**src/rtl/smooth_pkg.sv**
```systemverilog
package smooth_pkg;
  localparam int MAX_LEVEL = 3;
  localparam int LVL_W     = $clog2(MAX_LEVEL + 1);
  localparam int BASE_DIV  = 10000;

  typedef logic [LVL_W-1:0] level_t;

  // Threshold for level idx+1: clock divided by BASE_DIV halved idx times
  function automatic longint unsigned level_thr(longint unsigned clk_hz, int idx);
    return clk_hz / (BASE_DIV >> idx);
  endfunction
endpackage

```
**src/rtl/smooth_level_pick.sv**
```systemverilog
module smooth_level_pick
  import smooth_pkg::*;
#(
  parameter longint unsigned CLK_HZ = 64'd16_000_000,
  parameter int CYC_W = 32
) (
  input  logic [CYC_W-1:0] cycles,
  output level_t           level
);
  logic [MAX_LEVEL-1:0] above;

  // One comparator per threshold; thresholds rise with the index
  for (genvar g = 0; g < MAX_LEVEL; g++) begin : g_cmp
    localparam longint unsigned THR = level_thr(CLK_HZ, g);
    assign above[g] = 64'(cycles) > THR;
  end

  // Thresholds are ordered, so the count of exceeded ones is the highest level
  always_comb begin
    level = '0;
    for (int i = 0; i < MAX_LEVEL; i++) begin
      if (above[i]) level = level_t'(i + 1);
    end
  end
endmodule

```
**src/rtl/smooth_scale.sv**
```systemverilog
module smooth_scale
  import smooth_pkg::*;
#(
  parameter int CYC_W  = 32,
  parameter int STEP_W = 16,
  parameter int PER_W  = 16
) (
  input  logic [CYC_W-1:0]  cycles,
  input  logic [STEP_W-1:0] steps,
  input  level_t            level,
  output logic [PER_W-1:0]  period,
  output logic [STEP_W-1:0] steps_scaled
);
  logic [CYC_W-1:0] shifted;

  assign shifted      = cycles >> level;
  assign steps_scaled = steps << level;

  // Clamp to the slowest representable rate when the high part is nonzero
  always_comb begin
    if (|shifted[CYC_W-1:PER_W]) period = '1;
    else                         period = shifted[PER_W-1:0];
  end
endmodule

```
**src/rtl/smooth_level_sel.sv**
```systemverilog
module smooth_level_sel
  import smooth_pkg::*;
#(
  parameter longint unsigned CLK_HZ = 64'd16_000_000,
  parameter int CYC_W  = 32,
  parameter int STEP_W = 16,
  parameter int PER_W  = 16
) (
  input  logic              clk,
  input  logic              rst_n,
  input  logic              in_valid,
  output logic              in_ready,
  input  logic [CYC_W-1:0]  in_cycles,
  input  logic [STEP_W-1:0] in_steps,
  output logic              out_valid,
  input  logic              out_ready,
  output logic [LVL_W-1:0]  out_level,
  output logic [PER_W-1:0]  out_period,
  output logic [STEP_W-1:0] out_steps
);
  level_t             lvl_c;
  logic [PER_W-1:0]   per_c;
  logic [STEP_W-1:0]  stp_c;
  logic               take;

  smooth_level_pick #(.CLK_HZ(CLK_HZ), .CYC_W(CYC_W)) u_pick (
    .cycles (in_cycles),
    .level  (lvl_c)
  );

  smooth_scale #(.CYC_W(CYC_W), .STEP_W(STEP_W), .PER_W(PER_W)) u_scale (
    .cycles       (in_cycles),
    .steps        (in_steps),
    .level        (lvl_c),
    .period       (per_c),
    .steps_scaled (stp_c)
  );

  assign in_ready = !out_valid || out_ready;
  assign take     = in_valid && in_ready;

  always_ff @(posedge clk) begin
    if (!rst_n) begin
      out_valid  <= 1'b0;
      out_level  <= '0;
      out_period <= '0;
      out_steps  <= '0;
    end else begin
      if (in_ready) out_valid <= in_valid;
      if (take) begin
        out_level  <= lvl_c;
        out_period <= per_c;
        out_steps  <= stp_c;
      end
    end
  end
endmodule

```
**config.mk**
```make
export PLATFORM = sky130hd
export DESIGN_NAME = smooth_level_sel
export DESIGN_NICKNAME = d
export VERILOG_FILES = /design/src/rtl/smooth_pkg.sv /design/src/rtl/smooth_level_pick.sv /design/src/rtl/smooth_scale.sv /design/src/rtl/smooth_level_sel.sv
export SDC_FILE = /design/constraint.sdc
export NUM_CORES = 1
export LEC_CHECK = 0
export BUFFER_PORTS_ARGS = -buffer_cell sky130_fd_sc_hd__buf_2
export CORE_MARGIN = 5
export CORE_UTILIZATION = 52
export CTS_BUF_LIST = sky130_fd_sc_hd__clkbuf_4 sky130_fd_sc_hd__clkbuf_8 sky130_fd_sc_hd__clkbuf_16
export DETAILED_ROUTE_END_ITERATION = 8
export PLACE_DENSITY = 0.86
export SETUP_SLACK_MARGIN = 0.5
export SLEW_MARGIN = 20
export SYNTH_ARGS = -nofsm -noshare
export SYNTH_HDL_FRONTEND = slang
export SYNTH_SLANG_ARGS = --single-unit
```
**constraint.sdc**
```tcl
create_clock -name clk -period 5.2 [get_ports clk]
set_clock_uncertainty 0.05 [all_clocks]
set_input_delay 0.78 -clock clk [delete_from_list [all_inputs] [get_ports clk]]
set_output_delay 0.78 -clock clk [all_outputs]
set_load 0.01 [all_outputs]
```
==> flow_metrics.py <==
metrics = {
    "outcome": {
        "status": "finished clean",
    },
    "setup_path": {
        "ff2ff_path_depth": 6,
        "r2r_setup_slack_ns": 3.04,
        "cp_max_fo": 31,
        "cp_slowest_cell": "nor4_1",
        "critical_path_class": "primary input to register",
        "cp_data_arrival_time_ns": 3.70,
        "cp.depth": 9,
        "cp_slowest_stage_delay_ns": 0.53,
        "endpoint_kind": "register",
        "path_delay_family": "compound AO/OA/AOI/OAI gates",
        "path_cells": "buf_2 > nor4_1 > nand3_1 > a211oi_4 > buf_4 > a21boi_2 > buf_4 > mux2_2 > a211oi_1",
        "crit_path_start_kind": "primary input",
        "path_buf_inv": 3,
        "crit_path_frequent_cell": "buf_4",
        "required_ns": 5.35,
    },
    "pwr": {
        "switching_share_pct": 28.8,
        "p_per_area_mw_per_mm2": 238,
        "vdd_drop_max_uv": 143,
        "pwr-share-clk_pct": 32.8,
        "leakagePower_nw": 1.20,
        "intPower_uw": 447,
        "p_total_uw": 629,
        "power_frac_seq_pct": 47.0,
        "comb_power_share_pct": 20.2,
        "p_switching_uw": 181,
    },
    "synthesis": {
        "ys_ff_latch": 35,
        "synth.distinct_cells": 43,
        "synth_seq_area_share_pct": 33.4,
        "syn_area_mm2": 0.00210,
        "synth_edf_count": 0,
        "syn_nets": 308,
        "synth_ff_type": "dfxtp_1",
        "async_flop_share_pct": 0,
        "syn_area_per_cell_um2": 8.20,
        "netlist_instances": 256,
        "synth_warnings": 0,
    },
    "worst_hold_path": {
        "hp-class": "register to register",
        "worstHoldPathCells": 2,
    },
    "grt": {
        "grt_pass1_vias": 2123,
        "track_usage_pct": 23.1,
        "grt_max_degree": 32,
        "antenna_found_initial": 0,
        "grt-ovfl-total": 0,
        "grt_pass1_wl_mm": 9.75,
    },
    "finish": {
        "fin_nets": 385,
        "fillCellCount": 350,
        "final_core_util_pct": 66.5,
        "drive_above_1_share_pct": 35.0,
        "antennaDiodeCount": 0,
        "area_growth_pct": 25.9,
    },
    "floorplan": {
        "die_w_um": 73.5,
        "placementRows": 23,
        "start_util_pct": 52.9,
        "dieArea_mm2": 0.00541,
        "pin_count": 88,
        "coreArea_mm2": 0.00397,
        "dieHeight_um": 73.5,
    },
    "drt": {
        "wl_per_cell_um": 15.9,
        "drc": 0,
        "vias": 2258,
        "detail-route-antenna-nets": 0,
        "vias_per_cell": 5.88,
        "dr.first_iter.drc_count": 279,
        "first_pass_iters": 4,
        "totalWireLength_mm": 6.11,
    },
    "placement": {
        "place_congestion": 0.858,
        "dpl_worst_slack_ns": 1.46,
        "hpwlAfterDp_mm": 4.53,
        "portBuffers": 87,
    },
    "sta": {
        "setup_tns_ns": 0,
        "hold_violations": 0,
        "fin_crit_sh_pct": 68.3,
        "finalWorstSetupSlack_ns": 1.65,
        "max_freq_mhz": 282,
        "rsz0062_at_grt": "false",
        "setup_viol": 0,
        "tightestPinTransition_ns": 0.999,
        "max_slew_margin_pct": 33.2,
        "period_needed_ns": 3.55,
        "drv_slew": 0,
    },
    "clocking": {
        "cts_made_buffers": 5,
        "clk_pin_slew_ns": 0.07,
        "htree_levels": 2,
        "cts-hold-fix-buffers": 0,
        "cts_setup_buffers": 0,
        "clkSinkCount": 35,
        "clock_path_buffers": 2,
        "ctsResizeCount": 0,
        "insertion_delay_ns": 0.30,
        "clock_tree.root_cell": "clkbuf_8",
        "cts_tree": "done",
    },
    "job": {
        "drv_cap": 0,
    },
}
## power by group through the flow
stage / Sequential [mW] / Combinational [mW] / Clock (mW)
after floorplan: 0.309 / 0.0589 / 0
after global placement: 0.301 / 0.122 / 0
after detailed placement: 0.301 / 0.126 / 0
after CTS: 0.295 / 0.126 / 0.211
after global routing: 0.297 / 0.139 / 0.222
final: 0.295 / 0.127 / 0.206
## worst reg2reg max path, cell delays in order, from the launching register on
cell,delay [ns]
dfxtp_1,0.31
nand2b_1,0.13
nor4b_1,0.42
nand4_1,0.53
nor2_1,0.33
mux2_2,0.19
a211oi_1,0.04
## metal layers
layer	track usage [%]	vias up	wire length [µm]
li1	-	1101	-
met4	8.45	0	144
met3	6.70	16	478
met2	37.7	93	3030
met1	28.7	1048	2450
met5	0	-	0
## through the flow
stage	std cells	cell area, µm²	hold slack, ns
after floorplan	256	2100	0.426
after global placement	376	2550	0.390
after detailed placement	376	2550	0.399
after CTS	384	2640	0.410
after global routing	384	2640	0.442
final	384	2640	0.411
## synth_stat cells (4+ instances only)
library cell,count,area [µm²]
a211oi_1,11,82.6
a21oi_1,17,85.1
a32o_1,13,130
clkbuf_1,14,52.6
dfxtp_1,35,701
inv_1,6,22.5
mux2_2,7,78.8
mux2i_1,23,230
nand2_1,18,67.6
nand3_1,4,20.0
nor2_1,45,169
o21ai_0,14,70.1
o221a_2,5,56.3
## path summary, 6_finish.rpt
kind                              startpoint       endpoint
worst max-delay path            in_cycles[2]  out_period[3]
worst min-delay path            out_steps[0]   out_steps[0]
worst max register to register     out_valid  out_period[7]
worst min register to register  out_steps[0]   out_steps[0]
## state kept, by name, indices dropped and copies added (netlist names)
name and flops:
out_valid 1, out_period 16, out_steps 16, out_level 2
## kinds of logic after synthesis
group,Yosys count,share of synthesized area [%]
AO/OA/AOI/OAI,75,26.9
buffers and inverters,26,5.12
flip-flops,35,33.4
multiplexers,31,15.3
AND/OR/NAND/NOR,89,19.4
## cell usage in the layout (no fill, tap or decap), types with 3 or more instances in the layout
cell,synthesis,routed
a211oi_1,11,11
nor2_1,45,45
nand4_1,3,3
buf_4,2,3
a21o_1,3,3
nand2_1,18,18
o221a_2,5,5
clkbuf_8,0,5
nand3_1,4,4
nor4_1,3,3
mux2_2,7,7
mux2i_1,23,23
dfxtp_1,35,35
a21oi_1,17,17
a32o_1,13,13
buf_2,2,87
inv_1,6,6
o21ai_0,14,13
## area by class of cell
type                    instances  area (µm²)  area share (%)
inverters                       6        22.5           0.852
multi-input cells             195        1310            49.6
repair buffers                 90         458            17.3
flip-flops and latches         35         701            26.5
clock inverters                 1        5.00           0.189
clock buffers                   7        83.8            3.17
well taps                      50        62.6            2.37
Note: power is estimated with default switching activity, not from simulation.
